## config.mk

```make
export PLATFORM = sky130hd
export DESIGN_NAME = bst_transpose
export DESIGN_NICKNAME = d
export VERILOG_FILES = /design/src/rtl/bst_pkg.sv /design/src/rtl/bst_shuffle.sv /design/src/rtl/bst_stage.sv /design/src/rtl/bst_transpose.sv
export SDC_FILE = /design/constraint.sdc
export NUM_CORES = 2
export LEC_CHECK = 0
export BUFFER_PORTS_ARGS = -buffer_cell sky130_fd_sc_hd__buf_2
export CAP_MARGIN = 10
export CELL_PAD_IN_SITES_DETAIL_PLACEMENT = 0
export CELL_PAD_IN_SITES_GLOBAL_PLACEMENT = 1
export CORE_ASPECT_RATIO = 1.2
export CORE_MARGIN = 2
export CORE_UTILIZATION = 25
export CTS_CLUSTER_SIZE = 16
export DETAILED_ROUTE_END_ITERATION = 8
export GPL_TIMING_DRIVEN = 0
export PLACE_DENSITY_LB_ADDON = 0.1
export SLEW_MARGIN = 30
export SYNTH_ARGS = -nofsm -noshare
export SYNTH_HDL_FRONTEND = slang
export SYNTH_SLANG_ARGS = --single-unit
```

## constraint.sdc

```tcl
create_clock -name clk -period 1.3 [get_ports clk]
set_clock_uncertainty 0.1 [all_clocks]
set_input_delay 0.065 -clock clk [delete_from_list [all_inputs] [get_ports clk]]
set_output_delay 0.065 -clock clk [all_outputs]
set_load 0.005 [all_outputs]
```

## src/rtl/bst_pkg.sv

```systemverilog
package bst_pkg;

    localparam int N_WORDS  = 8;
    localparam int N_LAYERS = 3;
    localparam int N_PAIRS  = N_WORDS / 2;

    // Field width split by a layer: 8 (bytes), 4 (nybbles), 2 (bit pairs)
    function automatic int layer_field(input int layer);
        return 8 >> layer;
    endfunction

    // Narrow-side slot that receives the upper halves of pair p
    function automatic int nar_hi(input int layer, input int p);
        case (layer)
            0:       return p;
            1:       return (p / 2) * 4 + (p % 2);
            default: return 2 * p;
        endcase
    endfunction

    // Narrow-side slot that receives the lower halves of pair p
    function automatic int nar_lo(input int layer, input int p);
        case (layer)
            0:       return p + 4;
            1:       return (p / 2) * 4 + (p % 2) + 2;
            default: return 2 * p + 1;
        endcase
    endfunction

endpackage

```

## src/rtl/bst_shuffle.sv

```systemverilog
// One halving layer as pure wiring: either splits fields of a word pair
// (MERGE = 0) or interleaves two half-field streams back (MERGE = 1).
module bst_shuffle #(
    parameter int W     = 32,
    parameter int LAYER = 0,
    parameter bit MERGE = 1'b0
) (
    input  logic [7:0][W-1:0] din,
    output logic [7:0][W-1:0] dout
);
    import bst_pkg::*;

    localparam int F  = layer_field(LAYER);
    localparam int H  = F / 2;
    localparam int NF = (2 * W) / F;

    for (genvar p = 0; p < N_PAIRS; p++) begin : g_pair
        localparam int HI = nar_hi(LAYER, p);
        localparam int LO = nar_lo(LAYER, p);
        logic [2*W-1:0] cat;

        if (MERGE == 1'b0) begin : g_pack
            assign cat = {din[2*p], din[2*p+1]};
            for (genvar i = 0; i < NF; i++) begin : g_fld
                assign dout[HI][W-1-i*H -: H] = cat[2*W-1-i*F -: H];
                assign dout[LO][W-1-i*H -: H] = cat[2*W-1-i*F-H -: H];
            end
        end else begin : g_merge
            for (genvar i = 0; i < NF; i++) begin : g_fld
                assign cat[2*W-1-i*F -: H]   = din[HI][W-1-i*H -: H];
                assign cat[2*W-1-i*F-H -: H] = din[LO][W-1-i*H -: H];
            end
            assign dout[2*p]   = cat[2*W-1:W];
            assign dout[2*p+1] = cat[W-1:0];
        end
    end

endmodule

```

## src/rtl/bst_stage.sv

```systemverilog
// One pipeline stage: forward uses layer STAGE, inverse the mirrored layer.
module bst_stage #(
    parameter int W     = 32,
    parameter int STAGE = 0
) (
    input  logic             clk,
    input  logic             rst_n,
    input  logic             in_vld,
    input  logic             in_inv,
    input  logic [7:0][W-1:0] in_dat,
    output logic             out_vld,
    output logic             out_inv,
    output logic [7:0][W-1:0] out_dat
);
    import bst_pkg::*;

    localparam int INV_LAYER = N_LAYERS - 1 - STAGE;

    typedef struct packed {
        logic             vld;
        logic             inv;
        logic [7:0][W-1:0] dat;
    } stg_t;

    stg_t stg_d, stg_q;
    logic [7:0][W-1:0] fwd_res;
    logic [7:0][W-1:0] inv_res;

    bst_shuffle #(.W(W), .LAYER(STAGE), .MERGE(1'b0)) u_fwd (
        .din  (in_dat),
        .dout (fwd_res)
    );

    bst_shuffle #(.W(W), .LAYER(INV_LAYER), .MERGE(1'b1)) u_inv (
        .din  (in_dat),
        .dout (inv_res)
    );

    always_comb begin
        stg_d     = stg_q;
        stg_d.vld = in_vld;
        if (in_vld) begin
            stg_d.inv = in_inv;
            stg_d.dat = in_inv ? inv_res : fwd_res;
        end
    end

    always_ff @(posedge clk or negedge rst_n) begin
        if (!rst_n) begin
            stg_q <= '0;
        end else begin
            stg_q <= stg_d;
        end
    end

    assign out_vld = stg_q.vld;
    assign out_inv = stg_q.inv;
    assign out_dat = stg_q.dat;

endmodule

```

## src/rtl/bst_transpose.sv

```systemverilog
module bst_transpose #(
    parameter int W = 32
) (
    input  logic             clk,
    input  logic             rst_n,
    input  logic             in_valid,
    input  logic             in_inv,
    input  logic [7:0][W-1:0] in_words,
    output logic             out_valid,
    output logic [7:0][W-1:0] out_words
);
    import bst_pkg::*;

    logic [N_LAYERS:0]  vld_c;
    logic [N_LAYERS:0]  inv_c;
    logic [7:0][W-1:0]  dat_c [N_LAYERS+1];
    logic [N_LAYERS-1:0] stg_vld;
    logic [N_LAYERS-1:0] stg_inv;

    assign vld_c[0] = in_valid;
    assign inv_c[0] = in_inv;
    assign dat_c[0] = in_words;

    for (genvar s = 0; s < N_LAYERS; s++) begin : g_stage
        bst_stage #(.W(W), .STAGE(s)) u_stg (
            .clk     (clk),
            .rst_n   (rst_n),
            .in_vld  (vld_c[s]),
            .in_inv  (inv_c[s]),
            .in_dat  (dat_c[s]),
            .out_vld (vld_c[s+1]),
            .out_inv (inv_c[s+1]),
            .out_dat (dat_c[s+1])
        );
        assign stg_vld[s] = vld_c[s+1];
        assign stg_inv[s] = inv_c[s+1];
    end

    assign out_valid = vld_c[N_LAYERS];
    assign out_words = dat_c[N_LAYERS];

endmodule

```

# [Word-level counts from Yosys, hierarchy flattened]
# Cells that the tools add are included.
[op_classes] muxes=3
[op_table] operator="$mux 256" n=3
[word_totals] output_inout_bits=257 register_bits=773 inputBits=260 wordCells=32

# [Depth between registers and ports, before layout]
[logic_depth] word_depth=1 depth_mapped=5 mapped_depth_nobuf=2

# [Modules after synthesis]
# Synthesis repeated with hierarchy kept, for this count alone.
[unflattened] hier_cells=4875 hier_area_um2=47362.9
[modules_own_cells] module="bst_stage" area_each_um2=11944.0 cells_each=1113 n_inst=3
[modules_own_cells] module="bst_shuffle" area_each_um2=1921.8 cells_each=256 n_inst=6

# [Least setup slack after synthesis]
# Ideal clock, no wire load.
[synth_path] path_type="flip-flop to flip-flop" from="reg g_stage[0].u_stg.stg_q, in the netlist g_stage[0].u_stg.out_inv" to="reg g_stage[1].u_stg.stg_q, in the netlist g_stage[1].u_stg.out_inv" setup_ps=125 required_time_ps=1075 arrival_ps=1046 synth_period_minus_slack_ps=1271 setup_slack_ps=29 path_stages_with_launch=5 path_cell_list="dfrtp_1 -> buf_4 -> buf_6 -> buf_4 -> mux2_2"
[synth_rtl] element="start, declared" line_no="bst_stage.sv:25" text="stg_t stg_d, stg_q;"
[synth_rtl] element="start signal, assigned" line_no="bst_stage.sv:52" text="stg_q <= stg_d;"
[synth_rtl] element="end signal, assigned" line_no="bst_stage.sv:52"
[synth_rtl] element="end, declared" line_no="bst_stage.sv:25"
# No word-level cell between the ends.

# [Worst setup path after layout]
[layout_path] from="reg g_stage[0].u_stg.stg_q, in the netlist g_stage[0].u_stg.out_inv" to="reg g_stage[1].u_stg.stg_q, in the netlist g_stage[1].u_stg.out_dat[198]"
[layout_between] elab_chain_len=1
[layout_lines] element="$mux 256" line_no="bst_stage.sv:44" text="stg_d.dat = in_inv ? inv_res : fwd_res;"
# No other way between the ends.
# A chain may end at the register's enable or synchronous reset.

==> impl_metrics.xml <==
<?xml version="1.0" encoding="UTF-8"?>
<metrics>
  <group name="finish">
    <metric name="ff_latch_area" unit="sq um">19400</metric>
    <metric name="final.fill_count" unit="">15000</metric>
    <metric name="layout.cells.non_filler" unit="">6590</metric>
    <metric name="finalCoreUtilization" unit="%">37.1</metric>
    <metric name="finish.instance_area" unit="sq um">54500</metric>
    <metric name="share_of_layout_cells_above_drive_strength_1" unit="%">34.5</metric>
    <metric name="total_number_of_nets_in_the_final_design" unit="">4829</metric>
    <metric name="syn_to_final_growth" unit="%">47.0</metric>
    <metric name="multiInputGateArea" unit="sq um">17600</metric>
  </group>
  <group name="worst_hold_path">
    <metric name="hold_path_class" unit="">input pin to asynchronous set/reset pin</metric>
  </group>
  <group name="logic_synthesis">
    <metric name="synth-edff-count" unit="">0</metric>
    <metric name="yosysSeqAreaShare" unit="%">52.2</metric>
    <metric name="postSynthRegisterBits" unit="">773</metric>
    <metric name="synth_flop_cell" unit="">sky130_fd_sc_hd__dfrtp_1</metric>
    <metric name="syn_area" unit="sq um">37100</metric>
    <metric name="synth_nets" unit="">3799</metric>
    <metric name="post_synthesis_average_cell_area" unit="sq um">10.5</metric>
    <metric name="synth_top_area_share" unit="%">52.2</metric>
    <metric name="synth_warnings" unit="">0</metric>
    <metric name="ffs_w_async_s_r_synth" unit="%">100</metric>
    <metric name="synthCells" unit="">3539</metric>
    <metric name="post-synth-top-area-cell" unit="">sky130_fd_sc_hd__dfrtp_1</metric>
    <metric name="post-synth-top-count-cell" unit="">sky130_fd_sc_hd__dfrtp_1</metric>
    <metric name="netlist-cell-type-count" unit="">10</metric>
    <metric name="synth.cells.most_frequent" unit="">773 x sky130_fd_sc_hd__dfrtp_1, 744 x sky130_fd_sc_hd__a21oi_1, 744 x sky130_fd_sc_hd__mux2i_1, 744 x sky130_fd_sc_hd__nor2_1, 290 x sky130_fd_sc_hd__buf_4</metric>
    <metric name="largest_cells_by_area_after_synthesis" unit="">sky130_fd_sc_hd__dfrtp_1 52%, sky130_fd_sc_hd__mux2i_1 20%, sky130_fd_sc_hd__a21oi_1 10%</metric>
  </group>
  <group name="sta">
    <metric name="tns" unit="ns">-164.36</metric>
    <metric name="grt_setup_unrepaired" unit="">true</metric>
    <metric name="worst_hold_slack" unit="ns">-0.764</metric>
    <metric name="final.setup.worst_slack" unit="ns">-0.369</metric>
    <metric name="min_period" unit="ns">1.67</metric>
    <metric name="share_of_the_clock_period_used_by_the_worst_path" unit="%">128</metric>
    <metric name="max_slew_headroom_at_the_worst_pin" unit="%">28.3</metric>
    <metric name="tightest_slew" unit="ns">1.08</metric>
    <metric name="number_of_endpoints_failing_setup_at_the_final_stage" unit="">773</metric>
    <metric name="hold_viol_final" unit="">285</metric>
    <metric name="final_max_slew_viol_count" unit="">0</metric>
    <metric name="fmax" unit="MHz">599</metric>
  </group>
  <group name="die">
    <metric name="core_area" unit="sq um">147000</metric>
    <metric name="std_cell_rows" unit="">154</metric>
    <metric name="die-height" unit="um">426</metric>
    <metric name="starting_utilization_of_the_core_area" unit="%">25.2</metric>
    <metric name="die-width" unit="um">356</metric>
    <metric name="fp.dieArea" unit="sq um">151000</metric>
    <metric name="pin_count" unit="">517</metric>
  </group>
  <group name="power">
    <metric name="switching_share" unit="%">33.7</metric>
    <metric name="max-vdd-ir-drop" unit="mV">1.09</metric>
    <metric name="comb_power_share" unit="%">28.0</metric>
    <metric name="net_switching_power" unit="mW">27.9</metric>
    <metric name="p_per_area" unit="nW/um^2">1520</metric>
    <metric name="portion_of_total_power_attributed_to_sequential_cells" unit="%">40.2</metric>
    <metric name="p_leak" unit="nW">23.1</metric>
    <metric name="pwr-share-clk" unit="%">31.8</metric>
    <metric name="power.internal" unit="mW">55.0</metric>
  </group>
  <group name="worst_setup_path">
    <metric name="critPathMaxFanout" unit="">10</metric>
    <metric name="cp.required" unit="ns">1.79</metric>
    <metric name="setup.worst_path.end_class" unit="">register</metric>
    <metric name="worstSetupStartpointType" unit="">register</metric>
    <metric name="worstPathArrival" unit="ns">2.16</metric>
    <metric name="timing_worst_setup_path_type" unit="">register to register</metric>
  </group>
  <group name="place">
    <metric name="numPlacedInstances" unit="">6011</metric>
    <metric name="dpl-instance-area" unit="sq um">42300</metric>
    <metric name="dp_hpwl" unit="mm">158</metric>
    <metric name="place_congestion" unit="">0.863</metric>
    <metric name="port_buffers" unit="">515</metric>
  </group>
  <group name="status">
    <metric name="outcome" unit="">finished, violations left</metric>
    <metric name="violations" unit="">hold timing, setup timing</metric>
  </group>
  <group name="drt">
    <metric name="final_routed_drc_violation_total" unit="">0</metric>
    <metric name="wl_per_cell" unit="um">30.3</metric>
    <metric name="route.met3.wl" unit="mm">8.38</metric>
    <metric name="highest-signal-layer" unit="">met5</metric>
    <metric name="met1_length" unit="mm">91.8</metric>
    <metric name="first_pass_iteration_count_of_the_detailed_router" unit="">5</metric>
    <metric name="detailedRoute.firstIterationViolations" unit="">2094</metric>
    <metric name="route.vias.total" unit="">31200</metric>
    <metric name="detailroute.wirelength.met2" unit="mm">94.2</metric>
    <metric name="wirelength" unit="mm">199</metric>
    <metric name="drt.antenna.violating_nets" unit="">0</metric>
    <metric name="post_drt_via_cell_ratio" unit="">4.74</metric>
  </group>
  <group name="clock_network">
    <metric name="cts_buffers" unit="">91</metric>
    <metric name="clk_pin_slew" unit="ns">0.06</metric>
    <metric name="clock_tree.htree_level_count" unit="">3</metric>
    <metric name="tritoncts_num_sinks" unit="">773</metric>
    <metric name="clock_tree_from_tritoncts" unit="">done</metric>
    <metric name="cts_hold_buffers" unit="">363</metric>
    <metric name="clk_latency" unit="ns">0.71</metric>
    <metric name="ctsLongestPathBuffers" unit="">3</metric>
    <metric name="clock-root-buffer" unit="">sky130_fd_sc_hd__clkbuf_16</metric>
  </group>
  <group name="global_route">
    <metric name="grt_overflow_total" unit="">0</metric>
    <metric name="antenna_found_initial" unit="">9</metric>
    <metric name="globalRouteTotalUtil" unit="%">25.6</metric>
    <metric name="largest_net_degree_at_the_start_of_global_routing" unit="">110</metric>
    <metric name="wire_length_of_the_first_global_routing_pass" unit="mm">266</metric>
    <metric name="first_global_vias" unit="">31700</metric>
  </group>
  <group name="job">
    <metric name="max_cap_viol_count" unit="">0</metric>
  </group>
</metrics>
stage by stage:
step | hold slack [ns] | worst slack, ns | total power, mW
2_1_floorplan | -0.331 | 0.0289 | 40.0
3_3_place_gp | 0.148 | -18.72 | 50.0
3_5_place_dp | -0.00941 | -1.16 | 50.2
4_1_cts | -0.778 | -0.339 | 81.1
5_1_grt | -0.743 | -0.366 | 86.1
6_report | -0.764 | -0.369 | 83.0
cell families after synthesis:
family | count (synthesis) | synth area share, %
AOI/OAI and AO/OA | 744 | 10.0
and+or+nand+nor | 744 | 7.53
DFF | 773 | 52.2
buffers and inverters | 508 | 9.40
muxes | 770 | 20.9
critical path: stages, from the launching register on:
cell and delay, ns:
sky130_fd_sc_hd__dfrtp_1 0.34, sky130_fd_sc_hd__buf_6 0.15, sky130_fd_sc_hd__buf_12 0.13, sky130_fd_sc_hd__buf_12 0.15, sky130_fd_sc_hd__buf_12 0.19, sky130_fd_sc_hd__mux2i_2 0.36, sky130_fd_sc_hd__a21oi_1 0.12
placed cells by master (no fill, tap or decap), types with 20 or more instances in the layout:
master	count
sky130_fd_sc_hd__buf_12	38
sky130_fd_sc_hd__dfrtp_1	753
sky130_fd_sc_hd__buf_6	87
sky130_fd_sc_hd__dlygate4sd3_1	363
sky130_fd_sc_hd__clkbuf_16	111
sky130_fd_sc_hd__nor2_1	742
sky130_fd_sc_hd__dfrtp_2	20
sky130_fd_sc_hd__mux2i_4	227
sky130_fd_sc_hd__mux2i_2	91
sky130_fd_sc_hd__a21oi_1	705
sky130_fd_sc_hd__a21oi_2	39
sky130_fd_sc_hd__buf_16	33
sky130_fd_sc_hd__clkbuf_8	31
sky130_fd_sc_hd__buf_2	535
sky130_fd_sc_hd__clkbuf_1	36
sky130_fd_sc_hd__clkbuf_4	25
sky130_fd_sc_hd__buf_4	301
sky130_fd_sc_hd__mux2i_1	426
sky130_fd_sc_hd__mux2_2	26
worst paths after layout:
check	depth (start not counted)	startpoint	endpoint	slack, ns
setup / recovery	6	g_stage[0].u_stg.out_inv$_DFFE_PN0P_	g_stage[1].u_stg.out_dat[198]$_DFFE_PN0P_	-0.37
hold / removal	1	rst_n	g_stage[0].u_stg.out_dat[94]$_DFFE_PN0P_	-0.76
setup reg to reg	6	g_stage[0].u_stg.out_inv$_DFFE_PN0P_	g_stage[1].u_stg.out_dat[198]$_DFFE_PN0P_	-0.37
hold reg to reg	1	g_stage[1].u_stg.out_dat[31]$_DFFE_PN0P_	g_stage[1].u_stg.out_dat[31]$_DFFE_PN0P_	0.40
max in group asynchronous	4	rst_n	g_stage[1].u_stg.out_dat[208]$_DFFE_PN0P_	0.23
min in group clk	4	in_inv	g_stage[0].u_stg.out_dat[230]$_DFFE_PN0P_	0.03
power groups by stage:
stage | Combinational (mW) | Clock (mW) | Sequential, mW
5_1_grt | 24.6 | 27.8 | 33.7
4_1_cts | 21.3 | 26.9 | 32.9
2_1_floorplan | 9.95 | 0 | 30.0
3_3_place_gp | 17.5 | 0 | 32.6
3_5_place_dp | 17.7 | 0 | 32.6
6_report | 23.2 | 26.4 | 33.4
area by class of cell:
type	count	area share, %
Antenna cell	3	0.0138
Buffer	505	8.46
Clock buffer	143	5.18
Clock inverter	18	0.326
Multi-Input combinational cell	2258	32.3
Sequential cell	773	35.5
Tap cell	1950	4.48
Timing Repair Buffer	940	13.7
repair_timing:
action                     4_1_cts  5_1_grt
gates resized for setup        625      375
pin swaps                        6       33
hold endpoints to repair       542      285
setup endpoints to repair      881      891
buffers inserted                13       20
gates cloned                     4       18
layer usage:
metal / vias up / GRT usage [%]
met5: - / 0
met4: 2 / 5.90
met3: 196 / 2.52
met2: 961 / 41.9
met1: 16100 / 36.3
li1: 14000 / -
state kept, by name, summed over array words and instances, names as in the netlist:
register	flops
g_stage.u_stg.out_inv	2
g_stage.u_stg.out_dat	768
g_stage.u_stg.out_vld	3
(Power assumes the default switching activity.)
